===== src/rtl/burst_ret_pkg.sv =====
package burst_ret_pkg;
    typedef enum logic {
        DIR_READ  = 1'b0,
        DIR_WRITE = 1'b1
    } bus_dir_e;

    function automatic int unsigned max_u(input int unsigned a, input int unsigned b);
        return (a > b) ? a : b;
    endfunction
endpackage


===== src/rtl/cas_delay_line.sv =====
module cas_delay_line #(
    parameter int unsigned DEPTH   = 5,
    parameter int unsigned DATA_W  = 12,
    parameter int unsigned AGE_MAX = 4
) (
    input  logic                               clk,
    input  logic                               rst_n,
    input  logic                               push,
    input  logic [DATA_W-1:0]                  push_data,
    input  logic                               drain_ok,
    input  logic [$clog2(AGE_MAX+1)-1:0]       min_age,
    output logic                               full,
    output logic                               pop,
    output logic [DATA_W-1:0]                  head_data,
    output logic [$clog2(DEPTH+1)-1:0]         level
);
    localparam int unsigned PTR_W = (DEPTH > 1) ? $clog2(DEPTH) : 1;
    localparam int unsigned CNT_W = $clog2(DEPTH+1);
    localparam int unsigned AGE_W = $clog2(AGE_MAX+1);

    logic [DATA_W-1:0] slot_data [DEPTH];
    logic [AGE_W-1:0]  slot_age  [DEPTH];
    logic [PTR_W-1:0]  wr_ptr, rd_ptr;
    logic              do_push;

    assign full      = (level == CNT_W'(DEPTH));
    assign do_push   = push && !full;
    assign pop       = (level != '0) && (slot_age[rd_ptr] >= min_age) && drain_ok;
    assign head_data = slot_data[rd_ptr];

    // per-slot residency counters, saturating at the largest latency
    for (genvar g = 0; g < DEPTH; g++) begin : g_slot
        always_ff @(posedge clk) begin
            if (!rst_n) begin
                slot_age[g] <= '0;
            end else if (do_push && (wr_ptr == PTR_W'(g))) begin
                slot_age[g] <= AGE_W'(1);
            end else if (slot_age[g] != AGE_W'(AGE_MAX)) begin
                slot_age[g] <= slot_age[g] + AGE_W'(1);
            end
        end

        always_ff @(posedge clk) begin
            if (do_push && (wr_ptr == PTR_W'(g))) begin
                slot_data[g] <= push_data;
            end
        end
    end

    always_ff @(posedge clk) begin
        if (!rst_n) begin
            wr_ptr <= '0;
            rd_ptr <= '0;
            level  <= '0;
        end else begin
            if (do_push) begin
                wr_ptr <= (wr_ptr == PTR_W'(DEPTH-1)) ? '0 : wr_ptr + PTR_W'(1);
            end
            if (pop) begin
                rd_ptr <= (rd_ptr == PTR_W'(DEPTH-1)) ? '0 : rd_ptr + PTR_W'(1);
            end
            unique case ({do_push, pop})
                2'b10:   level <= level + CNT_W'(1);
                2'b01:   level <= level - CNT_W'(1);
                default: level <= level;
            endcase
        end
    end
endmodule


===== src/rtl/burst_accum.sv =====
module burst_accum #(
    parameter int unsigned TAG_W       = 4,
    parameter int unsigned BYTES_W     = 8,
    parameter int unsigned BURST_BYTES = 16
) (
    input  logic               clk,
    input  logic               rst_n,
    input  logic               beat,
    input  logic [TAG_W-1:0]   beat_tag,
    input  logic [BYTES_W-1:0] beat_total,
    output logic               done,
    output logic [TAG_W-1:0]   done_tag
);
    localparam int unsigned NTAGS = 1 << TAG_W;

    logic [BYTES_W-1:0] moved [NTAGS];
    logic [BYTES_W:0]   sum;

    assign sum      = {1'b0, moved[beat_tag]} + (BYTES_W+1)'(BURST_BYTES);
    assign done     = beat && (sum >= {1'b0, beat_total});
    assign done_tag = beat_tag;

    for (genvar g = 0; g < NTAGS; g++) begin : g_tag
        always_ff @(posedge clk) begin
            if (!rst_n) begin
                moved[g] <= '0;
            end else if (beat && (beat_tag == TAG_W'(g))) begin
                moved[g] <= done ? '0 : sum[BYTES_W-1:0];
            end
        end
    end
endmodule


===== src/rtl/return_fifo.sv =====
module return_fifo #(
    parameter int unsigned DEPTH = 2,
    parameter int unsigned W     = 4
) (
    input  logic         clk,
    input  logic         rst_n,
    input  logic         push,
    input  logic [W-1:0] push_data,
    output logic         full,
    output logic         out_valid,
    input  logic         out_ready,
    output logic [W-1:0] out_data
);
    if (DEPTH == 0) begin : g_pass
        // no storage: completions stream out and never backpressure
        logic         vld_q;
        logic [W-1:0] dat_q;
        always_ff @(posedge clk) begin
            if (!rst_n) begin
                vld_q <= 1'b0;
                dat_q <= '0;
            end else begin
                vld_q <= push;
                dat_q <= push_data;
            end
        end
        assign full      = 1'b0;
        assign out_valid = vld_q;
        assign out_data  = dat_q;
    end else begin : g_queue
        localparam int unsigned PTR_W = (DEPTH > 1) ? $clog2(DEPTH) : 1;
        localparam int unsigned CNT_W = $clog2(DEPTH+1);
        logic [W-1:0]     mem [DEPTH];
        logic [PTR_W-1:0] wp, rp;
        logic [CNT_W-1:0] cnt;
        logic             take, put;

        assign full      = (cnt == CNT_W'(DEPTH));
        assign out_valid = (cnt != '0);
        assign out_data  = mem[rp];
        assign take      = out_valid && out_ready;
        assign put       = push && !full;

        always_ff @(posedge clk) begin
            if (put) mem[wp] <= push_data;
        end

        always_ff @(posedge clk) begin
            if (!rst_n) begin
                wp  <= '0;
                rp  <= '0;
                cnt <= '0;
            end else begin
                if (put)  wp <= (wp == PTR_W'(DEPTH-1)) ? '0 : wp + PTR_W'(1);
                if (take) rp <= (rp == PTR_W'(DEPTH-1)) ? '0 : rp + PTR_W'(1);
                unique case ({put, take})
                    2'b10:   cnt <= cnt + CNT_W'(1);
                    2'b01:   cnt <= cnt - CNT_W'(1);
                    default: cnt <= cnt;
                endcase
            end
        end
    end
endmodule


===== src/rtl/burst_return_pipe.sv =====
module burst_return_pipe #(
    parameter int unsigned TAG_W      = 4,
    parameter int unsigned BYTES_W    = 8,
    parameter int unsigned CAS_LAT    = 4,
    parameter int unsigned WR_LAT     = 2,
    parameter int unsigned BURST_LEN  = 4,
    parameter int unsigned BUS_BYTES  = 2,
    parameter int unsigned DEVS       = 2,
    parameter int unsigned RET_DEPTH  = 2
) (
    input  logic               clk,
    input  logic               rst_n,
    input  logic               cmd_valid,
    input  logic               cmd_write,
    input  logic [TAG_W-1:0]   cmd_tag,
    input  logic [BYTES_W-1:0] cmd_bytes,
    output logic               line_full,
    output logic               rsp_valid,
    input  logic               rsp_ready,
    output logic [TAG_W-1:0]   rsp_tag
);
    import burst_ret_pkg::*;

    localparam int unsigned LINE_DEPTH  = CAS_LAT + 1;
    localparam int unsigned AGE_MAX     = max_u(CAS_LAT, WR_LAT);
    localparam int unsigned AGE_W       = $clog2(AGE_MAX+1);
    localparam int unsigned LVL_W       = $clog2(LINE_DEPTH+1);
    localparam int unsigned BURST_BYTES = BURST_LEN * BUS_BYTES * DEVS;
    localparam int unsigned ENT_W       = TAG_W + BYTES_W;

    bus_dir_e          dir_q, dir_d;
    logic [AGE_W-1:0]  min_age;
    logic              accept;
    logic              line_pop;
    logic [ENT_W-1:0]  head_data;
    logic [LVL_W-1:0]  line_level;
    logic              rq_full;
    logic              done;
    logic [TAG_W-1:0]  done_tag;

    assign accept = cmd_valid && !line_full;

    // direction state register
    always_ff @(posedge clk) begin
        if (!rst_n) dir_q <= DIR_READ;
        else        dir_q <= dir_d;
    end

    // transitions: read-to-write and write-to-read on accepted commands
    always_comb begin
        dir_d = dir_q;
        unique case (dir_q)
            DIR_READ:  if (accept && cmd_write)  dir_d = DIR_WRITE;
            DIR_WRITE: if (accept && !cmd_write) dir_d = DIR_READ;
            default:   dir_d = DIR_READ;
        endcase
    end

    // state outputs: minimum residency of the delay line
    always_comb begin
        unique case (dir_q)
            DIR_WRITE: min_age = AGE_W'(WR_LAT);
            default:   min_age = AGE_W'(CAS_LAT);
        endcase
    end

    cas_delay_line #(
        .DEPTH   (LINE_DEPTH),
        .DATA_W  (ENT_W),
        .AGE_MAX (AGE_MAX)
    ) line_i (
        .clk       (clk),
        .rst_n     (rst_n),
        .push      (cmd_valid),
        .push_data ({cmd_tag, cmd_bytes}),
        .drain_ok  (!rq_full),
        .min_age   (min_age),
        .full      (line_full),
        .pop       (line_pop),
        .head_data (head_data),
        .level     (line_level)
    );

    burst_accum #(
        .TAG_W       (TAG_W),
        .BYTES_W     (BYTES_W),
        .BURST_BYTES (BURST_BYTES)
    ) accum_i (
        .clk        (clk),
        .rst_n      (rst_n),
        .beat       (line_pop),
        .beat_tag   (head_data[ENT_W-1 -: TAG_W]),
        .beat_total (head_data[BYTES_W-1:0]),
        .done       (done),
        .done_tag   (done_tag)
    );

    return_fifo #(
        .DEPTH (RET_DEPTH),
        .W     (TAG_W)
    ) retq_i (
        .clk       (clk),
        .rst_n     (rst_n),
        .push      (done),
        .push_data (done_tag),
        .full      (rq_full),
        .out_valid (rsp_valid),
        .out_ready (rsp_ready),
        .out_data  (rsp_tag)
    );
endmodule


===== config.mk =====
export PLATFORM = sky130hd
export DESIGN_NAME = burst_return_pipe
export DESIGN_NICKNAME = d
export VERILOG_FILES = /design/src/rtl/burst_ret_pkg.sv /design/src/rtl/cas_delay_line.sv /design/src/rtl/burst_accum.sv /design/src/rtl/return_fifo.sv /design/src/rtl/burst_return_pipe.sv
export SDC_FILE = /design/constraint.sdc
export NUM_CORES = 1
export LEC_CHECK = 0
export BUFFER_PORTS_ARGS = -buffer_cell sky130_fd_sc_hd__buf_2
export CORE_MARGIN = 2
export CORE_UTILIZATION = 35
export CTS_CLUSTER_DIAMETER = 50
export DETAILED_ROUTE_END_ITERATION = 8
export SYNTH_ARGS = -nofsm -noshare
export SYNTH_HDL_FRONTEND = slang
export SYNTH_SLANG_ARGS = --single-unit

===== constraint.sdc =====
create_clock -name clk -period 7.4 [get_ports clk]
set_input_delay 0.37 -clock clk [delete_from_list [all_inputs] [get_ports clk]]
set_output_delay 0.37 -clock clk [all_outputs]
set_load 0.03 [all_outputs]

== After elaboration in Yosys (flattened, before gate mapping) ==
Memories as Yosys holds them, arrays and structs flattened. A register that Yosys moved wholly into a read port is not among the register bits.
Cells that the tools add are included.

* Register bits: 14
* Memory bits (writable): 211
* Input bits: 17
* Output and inout bits: 6
* Logic and storage cells: 273
* Memories kept: 4

* $add $sub $neg: 14
* Order comparisons: 2
* Equal/unequal tests: 31
* Mux-type cells: 146
* Bitwise logic cells: 27
* Reductions and logical operators: 42

{| class="wikitable"
|+ Memory list
! name !! depth !! bits a word !! rd ports !! clocked after Yosys merged registers in !! write ports !! RTL line !! text
|-
| accum_i.moved || 16 || 8 || 1 || 0 || 16 || burst_accum.sv:16 || <nowiki>logic [BYTES_W-1:0] moved [NTAGS];</nowiki>
|-
| line_i.slot_data || 5 || 12 || 1 || 1 || 1 || cas_delay_line.sv:21 || <nowiki>logic [DATA_W-1:0] slot_data [DEPTH];</nowiki>
|-
| line_i.slot_age || 5 || 3 || 6 || 1 || 5 || cas_delay_line.sv:22 || <nowiki>logic [AGE_W-1:0] slot_age [DEPTH];</nowiki>
|-
| retq_i.g_queue.mem || 2 || 4 || 1 || 1 || 1 || return_fifo.sv:33 || <nowiki>logic [W-1:0] mem [DEPTH];</nowiki>
|}

{| class="wikitable"
|+ Operators by type and width
! operator !! count
|-
| $mux W8 || 17
|-
| $mux W1 || 101
|-
| $mux W3 || 21
|-
| $mux W12 || 4
|-
| $reduce_or A12 Y1 || 4
|-
| $eq A4 B4 Y1 const B || 8
|-
| $logic_and A1 B1 Y1 || 29
|-
| $or A1 B1 Y1 || 26
|-
| $add A3 B1 Y3 const B || 8
|-
| $eq A4 B3 Y1 const B || 4
|-
| $ne A3 B3 Y1 const B || 5
|-
| $add A8 B5 Y9 const B || 1
|-
| $eq A3 B3 Y1 const B || 3
|-
| $ge A9 B8 Y1 || 1
|-
| $eq A4 B2 Y1 const B || 2
|-
| $eq A2 B2 Y1 const B || 3
|-
| $eq A3 B2 Y1 const B || 2
|-
| $pmux W3 S2 || 1
|-
| $reduce_bool A2 Y1 || 3
|-
| $eq A2 B1 Y1 const B || 2
|-
| $eq A4 B1 Y1 const B || 1
|-
| $logic_not A4 Y1 || 1
|-
| $pmux W2 S2 || 1
|-
| $eq A3 B1 Y1 const B || 1
|-
| 10 further kinds || 13
|}

== Longest topological paths before layout ==
Gate-level depths: netlist of the first run.

* Depth in word-level cells: 11
* Mapped depth: 26
* Mapped depth without buffers: 20

== Cells and area by module ==
A second synthesis of the first run with hierarchy kept.

* Cells, all modules: 754
* Area total of the unflattened synthesis: 10616.4 um^2

{| class="wikitable"
|+ Modules (own cells, without submodules)
! module !! times used !! cells an instance !! area each (um^2) !! sequential area each (um^2)
|-
| burst_accum || 1 || 445 || 6088.3 || 3843.7
|-
| cas_delay_line || 1 || 262 || 3950.0 || 2492.4
|-
| return_fifo || 1 || 39 || 515.5 || 340.3
|-
| burst_return_pipe || 1 || 8 || 62.6 || 20.0
|}

== Worst setup path before layout of the first run ==
Ideal clock, no wire load.

* Path type: reg-to-reg
* Start point: reg with a tool-made name
* End point: reg retq_i.g_queue.cnt[1]
* Library setup time: 76 ps
* Arrival: 5387 ps
* Data required time: 7324 ps
* Setup slack: 1937 ps
* Stages on the path, launching flop included: 24
* Path buffers: 5
* Period minus slack after synthesis: 5463 ps
* Path through: dfxtp_1 > buf_6 > mux4_2 > o21ai_2 > inv_2 > buf_6 > buf_6 > buf_6 > mux2i_1 > mux4_2 > a21o_1 > ha_1 > nand2b_1 > a21o_1 > a21o_1 > a211oi_1 > o21bai_1 > a31oi_1 > a21oi_4 > buf_2 > inv_1 > ha_1 > or3_1 > a21boi_0

{| class="wikitable"
|+ RTL lines
! element !! RTL line !! text
|-
| to (signal assigned) || return_fifo.sv:57 || <nowiki>2'b10: cnt <= cnt + CNT_W'(1);</nowiki>
|-
| to (signal assigned) || return_fifo.sv:58 || <nowiki>2'b01: cnt <= cnt - CNT_W'(1);</nowiki>
|-
| to (signal assigned) || return_fifo.sv:59 || <nowiki>default: cnt <= cnt;</nowiki>
|-
| to (decl) || return_fifo.sv:35 || <nowiki>logic [CNT_W-1:0] cnt;</nowiki>
|}

==> results.md, run 1 <==
* Clk root buf: clkbuf_16
* Ys flop type: edfxtp_1
* Cell internal pwr at 2.447 mW
* Endpoint class of the critical path: flop
* Req. time, crit path at 7850 ps
* Die height at 181.1 um
* Final WS setup at 1277 ps
* Reg power frac at 44.1%
* Mapped Area at 0.01098 mm2
* Synth top area cells: edfxtp_1 58%, nor2_1 4.3%, nand2_1 3.8%
* Non-filler cells, final at 1348
* Max cap viols at 0
* Peak supply drop at 150.1 uV
* Initial antenna violation count at 1
* HP Class: in -> reg
* Design Area, Final at 0.01238 mm2
* Largest net degree at the start of global routing at 57
* Worst setup SP type: flop
* Worst Clk Skew at 20.41 ps
* Initial core utilization at 35.70%
* Initial DRC count at 729
* Dpl cells at 1299
* Fin. Hold Viols at 0
* Count of input and output buffers at 22
* Clock sink count at 229
* Die area at 0.03280 mm2
* WP data arrival at 6570 ps
* F_max at 163.3 MHz
* Area share of the largest cell type after synthesis at 57.72%
* Synthesized Nets at 944
* Hold_ws at 83.87 ps
* Drt pass-1 iters at 7
* Residual DRC at 0
* Clk pwr share at 36.0%
* Synth area leader: edfxtp_1
* # hold bufs at CTS at 0
* Routability cong. at 0.9049
* Total power at 3.498 mW
* Ant. Diodes at 0
* Slew @ Worst Pin at 1300 ps
* Final min period at 6123 ps
* Clk pin slew, worst setup/hold paths at 60 ps
* Place WS at 1297 ps
* Htree depth at 1
* EDFF count, synth at 211
* Gr usage total at 16.79%
* Vias in the first global route at 7169
* Synthesized area per cell at 12.25 um2
* Gr ovfl total at 0
* Max-slew violations at 0
* CTS buffer count at 27
* Num rows at 64
* Core ar. at 0.03075 mm2
* Post-CTS setup buffer count at 0
* Synth Instances at 896
* Slew margin rel. at 12.40%
* Final worst path period share at 82.74%
* RSZ-0062 raised after global routing: false
* # IOs at 23
* Switching share of power at 30.06%
* Area Overhead vs Synth at 12.79%
* Filler cells at 2940
* Layout cell share with drive strength beyond 1 at 15.65%
* Wirelength per Cell at 20.35 um
* Resized cells post-CTS at 0
* Net Switching at 1.052 mW
* Post-synthesis sequential area ratio at 61.00%
* Area after DPL at 0.01154 mm2
* Global-route wire length before repair at 42870 um
* Flops & latches, synth at 229
* Clock tree from TritonCTS: done
* Status: complete, no violations
* Setup Viol. Count Final at 0
* Die X at 181.1 um
* Post-DP HPWL at 18180 um
* Crit Path Class: reg -> reg
* Routed WL at 27430 um
* Setup TNS at 0 ps
* Via/cell ratio at 5.352
* Total number of vias at 7214
* Fin nets at 980
* Post-synthesis async set-or-reset flop share at 0%
* Crit-path max FO at 32
* Synth warnings at 0
* Cell Pwr Density at 282.5 mW/mm2
* Layout Utilization at 40.27%
* Clock Latency Late Sink at 530 ps
* Logic pwr share at 20.0%
* Post-route ant nets at 0
* Yosys cell types at 63
* CTS max path bufs at 3
* Static leakage at 4.592 nW
==> cell families after synthesis <==
kind of cell / after synthesis / synth area share, %
AND/OR/NAND/NOR: 373 / 16.06
flip-flops: 229 / 61.00
AO/OA/AOI/OAI: 117 / 8.013
buffers and inverters: 89 / 4.320
multiplexers: 50 / 6.451
adder cells (fa/ha/maj): 31 / 3.602
XOR/XNOR: 7 / 0.5585
==> flip-flops by register name (all words and copies together), names as in the netlist, named ones only <==
name,count
accum_i.moved,128
line_i.level,3
line_i.rd_ptr,3
line_i.slot_age,15
line_i.slot_data,60
line_i.wr_ptr,3
retq_i.g_queue.cnt,2
retq_i.g_queue.mem,8
retq_i.g_queue.rp,1
retq_i.g_queue.wp,1
==> path summary, 6_finish.rpt <==
path               startpoint                      to  slack [ps]  cells past startpoint
max                      flop   retq_i.g_queue.cnt[1]        1280                     19
max reg2reg              flop   retq_i.g_queue.cnt[1]        1280                     19
min              cmd_bytes[4]  line_i.slot_data[1][4]          80                      1
min reg2reg  line_i.wr_ptr[1]        line_i.wr_ptr[1]         510                      2
==> power by group through the flow <==
stage                     Combinational, mW  Clock [mW]  Sequential (mW)
after global routing                  0.759        1.33             1.55
after detailed placement              0.690           0             1.57
after global placement                0.683           0             1.57
after floorplan                       0.490           0             1.55
after CTS                             0.693        1.28             1.54
final                                 0.699        1.26             1.54
==> synth_stat cells, types with 7 or more instances <==
| library cell | instances |
|---|---|
| a311oi_1 | 8 |
| nor4_2 | 10 |
| buf_2 | 10 |
| a221oi_1 | 7 |
| mux4_2 | 16 |
| a21boi_0 | 8 |
| nor3_1 | 15 |
| mux2i_1 | 28 |
| buf_6 | 13 |
| nor3b_1 | 18 |
| a21oi_1 | 19 |
| buf_4 | 8 |
| nand2_1 | 112 |
| nand4_1 | 7 |
| a211oi_1 | 7 |
| o21ai_0 | 23 |
| ha_1 | 30 |
| nor4_1 | 9 |
| inv_1 | 36 |
| nor2_1 | 127 |
| nand3_1 | 39 |
| dfxtp_1 | 18 |
| and2_1 | 13 |
| edfxtp_1 | 211 |
| clkbuf_1 | 16 |
==> worst max-delay path, stage by stage (launching register included) <==
cell and delay (ps):
dfxtp_1 730, mux4_2 510, o21ai_4 170, inv_2 290, buf_4 300, a221oi_1 270, nor4_1 150, nor4_2 290
nor2_1 120, a21oi_2 830, nor2_1 140, ha_1 360, a21o_1 160, a31oi_1 550, buf_4 270, a21oi_4 60
inv_1 60, ha_1 250, or3_1 370, a21boi_0 160
==> metal layers <==
| layer | track usage, % | vias to the layer above | share of wire [%] |
|---|---|---|---|
| met2 | 26.97 | 260 | 47 |
| met5 | 0 | - | 0.047 |
| met1 | 22.97 | 3542 | 43 |
| met4 | 4.065 | 2 | 2.2 |
| met3 | 4.072 | 40 | 7.8 |
| li1 | - | 3370 | - |
==> cells in the final DEF, fill, tap and decap left out, types with 6 or more instances in the layout <==
cell type / netlist / final
o21ai_0: 23 / 21
nand2_1: 112 / 112
mux2_2: 6 / 6
clkbuf_16: 0 / 27
buf_2: 10 / 22
nand3_1: 39 / 39
a211oi_1: 7 / 7
a21boi_0: 8 / 8
buf_4: 8 / 35
a221oi_1: 7 / 7
nor3_1: 15 / 15
clkbuf_1: 16 / 6
dfxtp_1: 18 / 18
nor4_2: 10 / 10
ha_1: 30 / 30
xnor2_1: 6 / 6
nor2_1: 127 / 127
a311oi_1: 8 / 8
a21oi_1: 19 / 19
mux4_2: 16 / 16
and2_1: 13 / 13
mux2i_1: 28 / 27
nand4_1: 7 / 7
nor3b_1: 18 / 18
edfxtp_1: 211 / 211
a31oi_1: 6 / 6
nor4_1: 9 / 9
inv_1: 36 / 36
==> cell type report <==
type | instances | area (um2) | area share, %
clock buffer | 35 | 725.7 | 5.861
clock inverter | 14 | 113.9 | 0.9196
inverter | 39 | 146.4 | 1.182
multi-input combinational | 578 | 3831 | 30.94
sequential | 229 | 6696 | 54.08
tap | 396 | 495.5 | 4.002
timing repair buffer | 57 | 372.9 | 3.011
Note: power is estimated with default switching activity, not from simulation.
==> run 2: changes to the inputs <==
==> constraint.sdc (replaced) <==
create_clock -name clk -period 6.2 [get_ports clk]
set_input_delay 0.31 -clock clk [delete_from_list [all_inputs] [get_ports clk]]
set_output_delay 0.31 -clock clk [all_outputs]
set_load 0.03 [all_outputs]
==> run 2 against run 1 <==
  * Via count fell by 0.18%
  * Wire length fell by 1.8%
  * Count of clock-buffer cells in the layout fell by 4
  * Clock skew fell by 5.0 ps
  * Maximum frequency rose by 13%
  * Sequential share of layout area rose by 0.23 points
  * Critical path type unchanged
  * Critical endpoint is now accum_i.moved[3][3]
==> results.md, run 2 (same netlist as run 1, synthesis figures left out) <==
* Static leakage at 4.556 nW
* Worst Clk Skew at 15.38 ps
* Filler cells at 2912
* Largest register by flop count: accum_i.moved
* Crit path max-delay family: compound AO/OA/AOI/OAI gates
* Status: complete, no violations
* Slew @ Worst Pin at 1321 ps
* Slowest cell on the critical path: a311oi_1
* Count of input and output buffers at 22
* Max reg flops at 128
* Routability cong. at 0.8947
* Initial antenna violation count at 2
* Die area at 0.03280 mm2
* Slew margin rel. at 10.98%
* Global-route wire length before repair at 41740 um
* Total power at 4.100 mW
* Req. time, crit path at 6570 ps
* Die height at 181.1 um
* Endpoint class of the critical path: flop
* WP data arrival at 5810 ps
* Resized cells post-CTS at 0
* Setup Viol. Count Final at 0
* Max-slew violations at 0
* Layout cell share with drive strength beyond 1 at 14.76%
* Residual DRC at 0
* Commonest cells after routing, fill and taps aside: 211 x edfxtp_1, 127 x nor2_1, 112 x nand2_1
* # IOs at 23
* Num rows at 64
* Biggest regs: accum_i.moved (128), line_i.slot_data (60), line_i.slot_age (15)
* CP max stage delay at 670 ps
* F_max at 183.8 MHz
* Total number of vias at 7201
* Vias in the first global route at 7025
* Largest net degree at the start of global routing at 60
* Wirelength per Cell at 20.11 um
* Clk pin slew, worst setup/hold paths at 60 ps
* HP Class: in -> reg
* Clk root buf: clkbuf_16
* Critical Path Most Common Cell: a21o_1
* Layout Utilization at 40.10%
* Most common cell after layout, fill and taps aside: edfxtp_1
* Clock tree from TritonCTS: done
* Post-DP HPWL at 17670 um
* Crit-path max FO at 16
* Peak supply drop at 246.4 uV
* Gr ovfl total at 0
* Final worst path period share at 87.76%
* Setup TNS at 0 ps
* Initial core utilization at 35.70%
* Worst setup SP type: flop
* Via/cell ratio at 5.374
* Crit Path Class: reg -> reg
* Post-route ant nets at 0
* Die X at 181.1 um
* Gr usage total at 16.50%
* CTS buffer count at 26
* Clock Latency Late Sink at 530 ps
* Routed WL at 26950 um
* # hold bufs at CTS at 0
* Htree depth at 1
* Fin nets at 974
* RSZ-0062 raised after global routing: false
* Area Overhead vs Synth at 12.31%
* Post-CTS setup buffer count at 0
* Drt pass-1 iters at 5
* Buf/Inv on CP at 2
* Cell Pwr Density at 332.6 mW/mm2
* Final min period at 5441 ps
* Core ar. at 0.03075 mm2
* Fin. Hold Viols at 0
* Initial DRC count at 730
* Worst path cell trace: mux4_2 > mux2i_1 > buf_4 > a311oi_1 > a311oi_1 > a21o_1 > ha_1 > nand2b_1 > a21o_1 > a21o_1 > a211oi_1 > o21bai_1 > a31oi_1 > buf_4 > o211ai_2 > nor2_1
* Clock sink count at 229
* Max cap viols at 0
* CTS max path bufs at 3
-- run 2: layout make-up --
type	instances	area (um2)	share of cell area, %
well taps	396	495.5	4.019
repair buffers	52	372.9	3.024
clock inverters	13	91.34	0.7408
clock buffers	31	690.7	5.602
multi-input cells	578	3831	31.07
flip-flops and latches	229	6696	54.31
diodes	2	5.005	0.04059
inverters	39	146.4	1.187
-- run 2: through the flow --
| step | area [um2] | cells | hold WS, ps | setup slack, ps |
|---|---|---|---|---|
| 2_1_floorplan | 10980 | 896 | 408.9 | 737.5 |
| 3_3_place_gp | 11540 | 1294 | 499.3 | 958.6 |
| 3_5_place_dp | 11540 | 1294 | 501.6 | 900.4 |
| 4_1_cts | 12320 | 1338 | 9.970 | 889.2 |
| 5_1_grt | 12320 | 1338 | 19.51 | 511.5 |
| 6_report | 12330 | 1340 | 21.76 | 759.0 |
-- run 2: power breakdown --
part           internal, mW  leakage [nW]  switching (mW)
Clock                 0.828         0.378           0.591
Sequential             1.78          2.26          0.0543
Combinational         0.273          1.91           0.570
Total                  2.89          4.56            1.22
-- run 2: path summary, 6_finish.rpt --
| path | endpoint | depth (start not counted) | slack [ps] | startpoint |
|---|---|---|---|---|
| setup / recovery | accum_i.moved[3][3] | 16 | 760 | flop |
| hold / removal | line_i.slot_data[0][3] | 1 | 20 | cmd_bytes[3] |
| setup reg to reg | accum_i.moved[3][3] | 16 | 760 | flop |
| hold reg to reg | flop | 2 | 510 | flop |
-- run 2: worst register-to-register path: stages (launching register included) --
cell and delay, ps:
dfxtp_1 460, mux4_2 610, mux2i_1 480, buf_4 320, a311oi_1 90, a311oi_1 670, a21o_1 150, ha_1 220
nand2b_1 140, a21o_1 170, a21o_1 190, a211oi_1 280, o21bai_1 120, a31oi_1 430, buf_4 270, o211ai_2 440
nor2_1 270
-- run 2: metal layers --
| layer | vias to the layer above | GRT usage (%) | share of wire (%) |
|---|---|---|---|
| met4 | 2 | 5.854 | 3.6 |
| li1 | 3344 | - | - |
| met1 | 3548 | 22.25 | 43 |
| met2 | 250 | 25.70 | 45 |
| met5 | - | 0 | 0.041 |
| met3 | 57 | 4.394 | 7.9 |
==> run 3: changes to the inputs <==
--- a/config.mk
+++ b/config.mk
@@ -5,7 +5,7 @@
 export SDC_FILE = /design/constraint.sdc
 export NUM_CORES = 1
 export LEC_CHECK = 0
-export BUFFER_PORTS_ARGS = -buffer_cell sky130_fd_sc_hd__buf_2
+export BUFFER_PORTS_ARGS = -buffer_cell sky130_fd_sc_hd__buf_4
 export CORE_MARGIN = 2
 export CORE_UTILIZATION = 35
 export CTS_CLUSTER_DIAMETER = 50
==> run 3 against run 2 <==
  * Critical path depth grew 4
  * Largest cell class unchanged
  * Non-clock buffer count increased by 17
  * Flip-flop and latch count did not move
  * Clock power increased by 18%
  * First-iteration DRC count up 13%
  * Clock skew up 15 ps
  * Combinational power is 2.8% higher
  * Critical path type unchanged
  * Maximum frequency up 0.10%
==> results.md, run 3 (same netlist as run 1, synthesis figures left out) <==
* Most common cell after layout, fill and taps aside: edfxtp_1
* Crit-path max FO at 47
* Final min period at 5435 ps
* Area after DPL at 0.01161 mm2
* Crit Path Class: reg -> reg
* Commonest cells after routing, fill and taps aside: 211 x edfxtp_1, 127 x nor2_1, 112 x nand2_1
* Layout Utilization at 41.27%
* Drt pass-1 iters at 5
* Vias in the first global route at 7226
* Largest register by flop count: accum_i.moved
* Htree depth at 1
* Die height at 181.1 um
* CTS max path bufs at 3
* Static leakage at 4.713 nW
* Post-DP HPWL at 18270 um
* Total power at 4.378 mW
* Worst setup SP type: flop
* Initial antenna violation count at 0
* Gr usage total at 17.09%
* Status: complete, no violations
* Post-CTS setup buffer count at 0
* Routed WL at 27790 um
* Non-filler cells, final at 1365
* Setup Viol. Count Final at 0
* Wirelength per Cell at 20.36 um
* Num rows at 64
* Layout cell share with drive strength beyond 1 at 16.10%
* RSZ-0062 raised after global routing: false
* Place WS at 798.9 ps
* Peak supply drop at 196.5 uV
* Design Area, Final at 0.01269 mm2
* Largest net degree at the start of global routing at 57
* Clock tree from TritonCTS: done
* F_max at 184.0 MHz
* Residual DRC at 0
* Worst Reg2Reg Path Length in Cells at 20
* DR WL met2 at 13310 um
* Routability cong. at 0.9193
* Worst Clk Skew at 30.33 ps
* Max cap viols at 0
* Cell Pwr Density at 345.0 mW/mm2
* Resized cells post-CTS at 0
* Slew margin rel. at 12.35%
* CTS buffer count at 29
* Global-route wire length before repair at 43570 um
* Fin nets at 994
* Highest Signal Layer: met4
* Clk pin slew, worst setup/hold paths at 60 ps
* Hold_ws at 25.09 ps
* Count of input and output buffers at 22
* Ant. Diodes at 0
* Setup TNS at 0 ps
* Clk root buf: clkbuf_16
* Area Overhead vs Synth at 15.60%
* Die area at 0.03280 mm2
* Clock sink count at 229
* Die X at 181.1 um
* Req. time, crit path at 6670 ps
* Met3 WL at 1938 um
* Fin. Hold Viols at 0
* WHS Path Cells at 3
* Dpl cells at 1299
* Via/cell ratio at 5.306
* Wire length on met1 at 11920 um
* HP Class: in -> reg
* Total number of vias at 7243
* Post-route ant nets at 0
* Initial DRC count at 823
* # hold bufs at CTS at 12
* Biggest regs: accum_i.moved (128), line_i.slot_data (60), line_i.slot_age (15)
* R2R setup slack at 760 ps
* Worst reg2reg endpoint: retq_i.g_queue.cnt[1]
* Initial core utilization at 35.70%
* Gr ovfl total at 0
* Hold_sp: cmd_write
* Max reg flops at 128
* Slew @ Worst Pin at 1301 ps
* # IOs at 23
* Final WS setup at 764.6 ps
* Endpoint class of the critical path: flop
* WP data arrival at 5900 ps
* Final worst path period share at 87.67%
* Core ar. at 0.03075 mm2
* Max-slew violations at 0
* Clock Latency Late Sink at 560 ps
[run 3: worst max path at each step]
| stage | startpoint | endpoint | slack [ps] |
|---|---|---|---|
| 2_1_floorplan | flop | retq_i.g_queue.cnt[1] | 740 |
| 3_3_place_gp | flop | retq_i.g_queue.cnt[1] | 830 |
| 3_5_place_dp | flop | retq_i.g_queue.cnt[1] | 800 |
| 4_1_cts | flop | retq_i.g_queue.cnt[1] | 780 |
| 5_1_grt | flop | retq_i.g_queue.cnt[1] | 450 |
| 6_report | flop | retq_i.g_queue.cnt[1] | 760 |
[run 3: worst max-delay path, cell delays in order, from the launching register on]
cell and delay [ps]:
dfxtp_1 680, buf_4 280, mux4_2 330, mux2i_4 160, buf_4 500, nand3_1 190, a311oi_1 650, a21o_1 160
ha_1 220, nand2b_1 140, a21o_1 180, a21o_1 200, a211oi_1 230, o21bai_1 100, a31oi_1 220, buf_4 190
a21oi_4 60, inv_1 60, ha_1 260, or3_1 370, a21boi_0 160
[run 3: per-layer routing]
metal,GRT usage [%],vias to the layer above
met1,23.41,3556
met3,3.467,48
met2,27.89,244
met5,0,-
li1,-,3395
met4,4.228,0
[run 3: area by class of cell]
cell class	instances	area, um2
tap	396	495.5
timing repair buffer	69	560.5
multi-input combinational	578	3831
clock buffer	35	748.2
inverter	39	146.4
fill	2963	18060
clock inverter	19	212.7
sequential	229	6696
[run 3: power by group]
| part | total [mW] | internal [mW] | switching [mW] |
|---|---|---|---|
| sequential | 1.84 | 1.78 | 0.0554 |
| combinational | 0.867 | 0.292 | 0.575 |
| clock | 1.67 | 0.997 | 0.675 |
